[config.mk]
export PLATFORM = sky130hd
export DESIGN_NAME = irq_dist_regs
export DESIGN_NICKNAME = d
export VERILOG_FILES = /design/src/rtl/irq_dist_pkg.sv /design/src/rtl/irq_dist_prio_ram.sv /design/src/rtl/irq_dist_core_bank.sv /design/src/rtl/irq_dist_route.sv /design/src/rtl/irq_dist_regs.sv
export SDC_FILE = /design/constraint.sdc
export NUM_CORES = 2
export LEC_CHECK = 0
export BUFFER_PORTS_ARGS = -buffer_cell sky130_fd_sc_hd__buf_2
export CAP_MARGIN = 25
export CORE_ASPECT_RATIO = 1.4
export CORE_MARGIN = 2
export CORE_UTILIZATION = 40
export CTS_BUF_LIST = sky130_fd_sc_hd__clkbuf_16
export DETAILED_ROUTE_END_ITERATION = 12
export GPL_ROUTABILITY_DRIVEN = 0
export GPL_TIMING_DRIVEN = 0
export PLACE_DENSITY_LB_ADDON = 0.3
export REMOVE_ABC_BUFFERS = 1
export SETUP_SLACK_MARGIN = 0.3
export SLEW_MARGIN = 30
export SYNTH_ARGS = -nofsm -noshare
export SYNTH_HDL_FRONTEND = slang
export SYNTH_SLANG_ARGS = --single-unit
[constraint.sdc]
create_clock -name clk -period 8.1 [get_ports clk]
set_input_delay 1.62 -clock clk [delete_from_list [all_inputs] [get_ports clk]]
set_output_delay 1.62 -clock clk [all_outputs]
set_load 0.01 [all_outputs]
[src/rtl/irq_dist_pkg.sv]
`timescale 1ns/1ps
package irq_dist_pkg;
  localparam int ADDR_W = 10;
  localparam int SGI_TGT_LSB = 16;

  typedef enum logic [1:0] {
    RG_MISC = 2'd0,
    RG_PRIO = 2'd1,
    RG_TGT  = 2'd2,
    RG_CFG  = 2'd3
  } region_e;

  typedef enum logic [2:0] {
    SUB_CTL   = 3'd0,
    SUB_ENSET = 3'd2,
    SUB_ENCLR = 3'd3,
    SUB_PCLR  = 3'd5,
    SUB_SGI   = 3'd6
  } misc_e;
endpackage

[src/rtl/irq_dist_prio_ram.sv]
`timescale 1ns/1ps
module irq_dist_prio_ram #(
  parameter int DEPTH = 16,
  localparam int AW = (DEPTH > 1) ? $clog2(DEPTH) : 1
) (
  input  logic          clk,
  input  logic          we,
  input  logic          re,
  input  logic [AW-1:0] addr,
  input  logic [31:0]   wdata,
  output logic [31:0]   rdata
);
  logic [31:0] mem [DEPTH];

  always_ff @(posedge clk) begin
    if (we) mem[addr] <= wdata;
    if (re) rdata <= mem[addr];
  end
endmodule

[src/rtl/irq_dist_core_bank.sv]
`timescale 1ns/1ps
module irq_dist_core_bank (
  input  logic        clk,
  input  logic        rst,
  input  logic        set_we,
  input  logic        clr_we,
  input  logic        pclr_we,
  input  logic [31:0] wdata,
  input  logic [15:0] sgi_mask,
  input  logic [15:0] ppi_in,
  output logic [31:0] en_q,
  output logic [31:0] pd_q
);
  logic [31:0] set_m, clr_m, pclr_m, src_m;

  always_comb begin
    set_m  = set_we  ? wdata : '0;
    clr_m  = clr_we  ? wdata : '0;
    pclr_m = pclr_we ? wdata : '0;
    src_m  = {ppi_in, sgi_mask};
  end

  always_ff @(posedge clk) begin
    if (rst) begin
      en_q <= '0;
      pd_q <= '0;
    end else begin
      en_q <= (en_q | set_m) & ~clr_m;
      pd_q <= (pd_q & ~pclr_m) | src_m;
    end
  end
endmodule

[src/rtl/irq_dist_route.sv]
`timescale 1ns/1ps
module irq_dist_route #(
  parameter int NUM_CORES = 2,
  parameter int NUM_IRQ   = 64,
  localparam int NS = NUM_IRQ - 32
) (
  input  logic                    clk,
  input  logic                    rst,
  input  logic                    gen,
  input  logic [NUM_CORES*32-1:0] priv_en,
  input  logic [NUM_CORES*32-1:0] priv_pd,
  input  logic [NS-1:0]           sh_en,
  input  logic [NS-1:0]           sh_pd,
  input  logic [NS*8-1:0]         sh_tgt,
  output logic [NUM_CORES-1:0]    core_irq
);
  logic [NUM_CORES-1:0] hit;

  always_comb begin
    for (int k = 0; k < NUM_CORES; k++) begin
      logic [NS-1:0] tbit;
      for (int j = 0; j < NS; j++) tbit[j] = sh_tgt[j*8+k];
      hit[k] = (|(priv_en[k*32 +: 32] & priv_pd[k*32 +: 32]))
             | (|(sh_en & sh_pd & tbit));
    end
  end

  always_ff @(posedge clk) begin
    if (rst) core_irq <= '0;
    else     core_irq <= gen ? hit : '0;
  end
endmodule

[src/rtl/irq_dist_regs.sv]
`timescale 1ns/1ps
module irq_dist_regs
  import irq_dist_pkg::*;
#(
  parameter int NUM_CORES = 2,
  parameter int NUM_IRQ   = 64,
  localparam int CORE_W = (NUM_CORES > 1) ? $clog2(NUM_CORES) : 1
) (
  input  logic                    clk,
  input  logic                    rst,
  input  logic                    bus_req,
  input  logic                    bus_wr,
  input  logic [CORE_W-1:0]       bus_core,
  input  logic [ADDR_W-1:0]       bus_addr,
  input  logic [31:0]             bus_wdata,
  output logic [31:0]             rd_data,
  input  logic [NUM_IRQ-33:0]     spi_in,
  input  logic [NUM_CORES*16-1:0] ppi_in,
  output logic [NUM_CORES-1:0]    core_irq
);
  localparam int NS   = NUM_IRQ - 32;
  localparam int NW32 = NUM_IRQ / 32;
  localparam int NW4  = NUM_IRQ / 4;
  localparam int NW16 = NUM_IRQ / 16;
  localparam int PAW  = (NW4 > 1) ? $clog2(NW4) : 1;
  localparam int CFW  = (NW16 > 1) ? $clog2(NW16) : 1;
  localparam logic [31:0] TYPE_VAL =
    32'((NUM_IRQ / 32 - 1) & 31) | (32'((NUM_CORES - 1) & 7) << 5);

  // Decode
  logic [1:0] region;
  logic [2:0] sub;
  logic [4:0] widx;
  logic [7:0] bidx;
  logic is_wr, is_rd, misc, core_ok;
  logic ctl_hit, type_hit, ens_hit, enc_hit, pcl_hit, sgi_hit, prio_hit;

  always_comb begin
    region   = bus_addr[9:8];
    sub      = bus_addr[7:5];
    widx     = bus_addr[4:0];
    bidx     = bus_addr[7:0];
    is_wr    = bus_req & bus_wr;
    is_rd    = bus_req & ~bus_wr;
    misc     = (region == RG_MISC);
    core_ok  = int'(bus_core) < NUM_CORES;
    ctl_hit  = misc && sub == SUB_CTL && widx == 5'd0;
    type_hit = misc && sub == SUB_CTL && widx == 5'd1;
    ens_hit  = misc && sub == SUB_ENSET;
    enc_hit  = misc && sub == SUB_ENCLR;
    pcl_hit  = misc && sub == SUB_PCLR;
    sgi_hit  = misc && sub == SUB_SGI && widx == 5'd0;
    prio_hit = (region == RG_PRIO) && int'(bidx) < NW4;
  end

  // Global switch
  logic gen_q;
  always_ff @(posedge clk) begin
    if (rst)                     gen_q <= 1'b0;
    else if (is_wr && ctl_hit)   gen_q <= bus_wdata[0];
  end

  // Trigger settings
  logic [31:0] cfg_q [NW16];
  always_ff @(posedge clk) begin
    if (rst) begin
      for (int i = 0; i < NW16; i++) cfg_q[i] <= '0;
    end else if (is_wr && region == RG_CFG && int'(bidx) < NW16) begin
      cfg_q[bidx[CFW-1:0]] <= bus_wdata;
    end
  end

  // Shared enable / pending
  logic [NS-1:0] en_sh, pd_sh, spi_q;
  logic [NS-1:0] ens_m, enc_m, pcl_m, src_hit;

  always_comb begin
    ens_m = '0;
    enc_m = '0;
    pcl_m = '0;
    for (int w = 1; w < NW32; w++) begin
      if (is_wr && int'(widx) == w) begin
        if (ens_hit) ens_m[(w-1)*32 +: 32] = bus_wdata;
        if (enc_hit) enc_m[(w-1)*32 +: 32] = bus_wdata;
        if (pcl_hit) pcl_m[(w-1)*32 +: 32] = bus_wdata;
      end
    end
    for (int j = 0; j < NS; j++) begin
      if (cfg_q[(j+32)/16][2*((j+32)%16)+1])
        src_hit[j] = spi_in[j] & ~spi_q[j];
      else
        src_hit[j] = spi_in[j];
    end
  end

  always_ff @(posedge clk) begin
    if (rst) begin
      en_sh <= '0;
      pd_sh <= '0;
      spi_q <= '0;
    end else begin
      en_sh <= (en_sh | ens_m) & ~enc_m;
      pd_sh <= (pd_sh & ~pcl_m) | src_hit;
      spi_q <= spi_in;
    end
  end

  // Shared routing masks
  logic [7:0]      tgt_sh [NS];
  logic [NS*8-1:0] tgt_flat;
  always_ff @(posedge clk) begin
    if (rst) begin
      for (int j = 0; j < NS; j++) tgt_sh[j] <= '0;
    end else if (is_wr && region == RG_TGT) begin
      for (int j = 0; j < NS; j++)
        if (int'(bidx) == (j + 32) / 4) tgt_sh[j] <= bus_wdata[8*(j%4) +: 8];
    end
  end

  // Private banks
  logic [31:0] bank_en [NUM_CORES];
  logic [31:0] bank_pd [NUM_CORES];
  logic [NUM_CORES*32-1:0] priv_en_f, priv_pd_f;
  logic [15:0] sgi_onehot;
  assign sgi_onehot = 16'd1 << bus_wdata[3:0];

  for (genvar c = 0; c < NUM_CORES; c++) begin : g_bank
    logic mine, sgi_me;
    assign mine   = core_ok && int'(bus_core) == c && widx == 5'd0;
    assign sgi_me = is_wr && sgi_hit && bus_wdata[SGI_TGT_LSB + c];
    irq_dist_core_bank u_bank (
      .clk      (clk),
      .rst      (rst),
      .set_we   (is_wr && ens_hit && mine),
      .clr_we   (is_wr && enc_hit && mine),
      .pclr_we  (is_wr && pcl_hit && mine),
      .wdata    (bus_wdata),
      .sgi_mask (sgi_me ? sgi_onehot : 16'd0),
      .ppi_in   (ppi_in[c*16 +: 16]),
      .en_q     (bank_en[c]),
      .pd_q     (bank_pd[c])
    );
    assign priv_en_f[c*32 +: 32] = bank_en[c];
    assign priv_pd_f[c*32 +: 32] = bank_pd[c];
  end

  for (genvar j = 0; j < NS; j++) begin : g_tflat
    assign tgt_flat[j*8 +: 8] = tgt_sh[j];
  end

  // Priority storage
  logic [31:0] prio_q;
  irq_dist_prio_ram #(.DEPTH(NW4)) u_prio (
    .clk   (clk),
    .we    (is_wr && prio_hit),
    .re    (is_rd && prio_hit),
    .addr  (bidx[PAW-1:0]),
    .wdata (bus_wdata),
    .rdata (prio_q)
  );

  // Read path
  logic [31:0] rd_next, rd_q;
  logic        sel_prio_q;

  always_comb begin
    rd_next = '0;
    unique case (region)
      RG_MISC: begin
        if (ctl_hit)       rd_next = {31'd0, gen_q};
        else if (type_hit) rd_next = TYPE_VAL;
        else if (ens_hit || enc_hit || pcl_hit) begin
          if (widx == 5'd0) begin
            if (core_ok) rd_next = pcl_hit ? bank_pd[bus_core] : bank_en[bus_core];
          end else begin
            for (int w = 1; w < NW32; w++)
              if (int'(widx) == w)
                rd_next = pcl_hit ? pd_sh[(w-1)*32 +: 32] : en_sh[(w-1)*32 +: 32];
          end
        end
      end
      RG_TGT: begin
        if (int'(bidx) < 8) begin
          if (core_ok) rd_next = 32'h0101_0101 << bus_core;
        end else begin
          for (int j = 0; j < NS; j++)
            if (int'(bidx) == (j + 32) / 4) rd_next[8*(j%4) +: 8] = tgt_sh[j];
        end
      end
      RG_CFG:  if (int'(bidx) < NW16) rd_next = cfg_q[bidx[CFW-1:0]];
      default: rd_next = '0;
    endcase
  end

  always_ff @(posedge clk) begin
    if (rst) begin
      rd_q       <= '0;
      sel_prio_q <= 1'b0;
    end else begin
      rd_q       <= is_rd ? rd_next : '0;
      sel_prio_q <= is_rd && prio_hit;
    end
  end

  assign rd_data = sel_prio_q ? prio_q : rd_q;

  // Forwarding
  irq_dist_route #(.NUM_CORES(NUM_CORES), .NUM_IRQ(NUM_IRQ)) u_route (
    .clk      (clk),
    .rst      (rst),
    .gen      (gen_q),
    .priv_en  (priv_en_f),
    .priv_pd  (priv_pd_f),
    .sh_en    (en_sh),
    .sh_pd    (pd_sh),
    .sh_tgt   (tgt_flat),
    .core_irq (core_irq)
  );
endmodule

==> results.tsv <==
stage	metric	value	unit
final_layout	P&R area growth vs syn	15.4	%
final_layout	commonest non-fill, non-tap cells in the layout	edfxtp_1 (928), nor2_1 (333), dfxtp_1 (259)	
logic_synthesis	Avg Inst Size Synth	14.4	µm²
power_and_ir_drop	P_leak	19.3	nW
logic_synthesis	cell count after synthesis	3413	
timing	unrepaired setup endpoints after global routing	false	
worst_setup_path	Setup CP Type	input pin to flop	
routing	Initial DRC Count	4111	
place	Post-DP HPWL	107	mm
clocking	Worst-path clk slew	0.07	ns
clocking	H-tree Lvls	3	
global_routing	GR Util All Layers	0.250	
final_layout	NumNets Final	3643	
global_routing	grt ovf	0	
worst_setup_path	CP Max Fanout	41	
timing	max-slew violations	0	
place	Placed Instances	5042	
logic_synthesis	post-synth cell types	65	
logic_synthesis	leading area contributor after synthesis	edfxtp_1	
die	Boundary Pins	145	
die	Die ar.	126000	µm²
clocking	# resized after CTS	0	
status	status	completed	
die	Die Span X	300	µm
final_layout	commonest non-fill, non-tap cell in the layout	edfxtp_1	
flow_run	Max-cap violations	0	
place	pre-CTS WS	2.65	ns
place	I/O Buffers	144	
routing	Avg WL per Cell	30.2	µm
worst_setup_path	Crit path largest cell delay	0.70	ns
global_routing	vias in the first global route	31100	
global_routing	largest net degree at the start of global routing	100	
worst_setup_path	Worst Setup Start Kind	input pin	
timing	worst-margin pin slew	1.03	ns
timing	minimum clock period	4.81	ns
logic_synthesis	synth top area cells	edfxtp_1 (57%), mux4_2 (11%), dfxtp_1 (11%)	
power_and_ir_drop	Peak VDD IR	161	µV
clocking	TritonCTS clock tree	yes	
die	Starting Density	0.402	
timing	fin crit share	0.594	
clocking	Clock Sinks	1188	
clocking	root buf cell	clkbuf_16	
logic_synthesis	Synth async-reset ratio	0	
routing	via count	31500	
die	site row count	152	
clocking	Clock Tree Buf Depth	3	
routing	via-per-instance ratio	6.01	
final_layout	design area	56700	µm²
routing	number of routed nets with antenna violations	0	
logic_synthesis	register area share after synthesis	0.673	
worst_setup_path	crit path cell chain	buf_6 -> buf_16 -> nor2b_1 -> nand2_1 -> nor2_1 -> nand2_4 -> nand2b_4	
power_and_ir_drop	PwrDens	218	nW/µm²
clocking	Worst-Skew Late Latency	0.73	ns
timing	final setup margin	3.29	ns
timing	Layout Skew	0.0202	ns
worst_setup_path	Arrival @ worst endpoint	5.15	ns
final_layout	Non-Filler Instances	5242	
global_routing	global-route wire length before repair	225	mm
clocking	CTS Hold Bufs	0	
die	Core Area	122000	µm²
timing	post-route setup TNS	0	ns
worst_setup_path	Worst Setup SP	bus_addr[3]	
timing	final setup fails	0	
min_path	HP Start	g_bank[0].u_bank.pd_q[16]	
routing	DRC Markers	0	
worst_setup_path	Slowest-stage cell, CP	nand2b_4	
logic_synthesis	synthesized area	49200	µm²
worst_setup_path	worst r2r src	g_bank[1].u_bank.pd_q[14]	
clocking	post-CTS setup buffer count	0	
power_and_ir_drop	Pwr Total	12.4	mW
die	Die H	419	µm
timing	Max-slew headroom	0.311	
routing	routed wire length	158	mm
routing	First-pass DRT Iterations	6	
logic_synthesis	Post-synth EDFFs	928	
place	Placement Cell Area	53400	µm²
global_routing	initial antenna violation count	14	
min_path	worst hold-check path type	flop to flop	
logic_synthesis	#FFs+latches synth	1188	
final_layout	share of cells above drive strength 1	0.217	
worst_setup_path	Req. time, crit path	8.45	ns
final_layout	Util after Layout	0.464	
timing	Worst Hold Slack	0.494	ns
logic_synthesis	top-area cell type share of the netlist area	0.567	
clocking	clock buffer count from CTS	105	
timing	Hold Vio Cnt, Final	0	
worst_setup_path	Setup crit end kind	flop	
logic_synthesis	top_reg_cell synth	edfxtp_1	
timing	max frequency	0.208	GHz
final_layout	Filler cells	10600	
logic_synthesis	Yosys Warn Count	0	
-- metal layers --
metal | vias up | part of all wire | GRT usage
met4 | 14 | 0.055 | 0.128
met5 | - | 0.00059 | 0
li1 | 13300 | - | -
met2 | 1671 | 0.49 | 0.416
met3 | 374 | 0.085 | 0.0463
met1 | 16200 | 0.37 | 0.312
-- final timing paths --
path                          endpoint  cells past startpoint  slack (ns)
max reg2reg        u_route.core_irq[1]                      5        5.94
max                      tgt_sh[0][22]                      7        3.29
min          g_bank[0].u_bank.pd_q[16]                      2        0.49
min reg2reg  g_bank[0].u_bank.pd_q[16]                      2        0.49
-- report_power, final --
part	internal [mW]	switching, mW	leakage (nW)
Sequential	6.71	0.0785	10.7
Combinational	0.254	0.470	6.89
Clock	2.58	2.26	1.75
Total	9.54	2.81	19.3
-- Yosys cell counts (4+ instances only) --
master	number
edfxtp_1	928
nor2_1	350
dfxtp_1	260
mux4_2	236
nand2_1	198
clkbuf_1	193
a21oi_1	190
o21ai_0	183
nand3_1	115
inv_1	111
mux2i_1	77
nand4_1	66
mux2_2	61
nand2b_1	49
nor2b_1	39
o211ai_1	38
buf_2	33
o2bb2ai_1	28
o22ai_1	26
a2bb2oi_1	23
a22oi_1	19
nor3_1	19
buf_1	17
a221oi_1	14
a22o_1	9
nor4_1	9
o221ai_1	9
nand3b_1	8
nor4_2	7
a211oi_1	6
a31oi_1	6
buf_6	6
o311ai_0	6
a31o_2	5
a32o_1	5
nand4b_1	5
or2_2	5
a311o_1	4
and3_1	4
o21a_1	4
-- area by class of cell --
| type | instances | area (µm²) | area share |
|---|---|---|---|
| antenna | 2 | 5.00 | 0.0000883 |
| inverter | 114 | 435 | 0.00768 |
| timing repair buffer | 262 | 2850 | 0.0502 |
| clock buffer | 108 | 2700 | 0.0477 |
| tap | 1617 | 2020 | 0.0357 |
| sequential | 1188 | 33100 | 0.583 |
| clock inverter | 90 | 577 | 0.0102 |
| multi-input combinational | 1861 | 15000 | 0.265 |
-- cells by family after synthesis --
group                  Yosys count  synth area share
AOI/OAI and AO/OA              595            0.0745
buffers and inverters          364            0.0296
DFF                           1188             0.673
muxes                          374             0.138
and+or+nand+nor                892            0.0852
-- critical path: cells and delay by family --
kind	cells	cell delay (ns)
buffers and inverters	2	0.51
AND/OR/NAND/NOR	5	2.85
-- sequential cells by signal, summed over array words and instances, names as in the netlist --
register            flops
g_bank.u_bank.pd_q     64
tgt_sh                256
g_bank.u_bank.en_q     64
cfg_q                 128
en_sh                  32
u_prio.mem            512
u_route.core_irq        2
u_prio.rdata           32
sel_prio_q              1
pd_sh                  32
gen_q                   1
spi_q                  32
rd_q                   32
No activity file was read; power rests on OpenSTA's default activity.
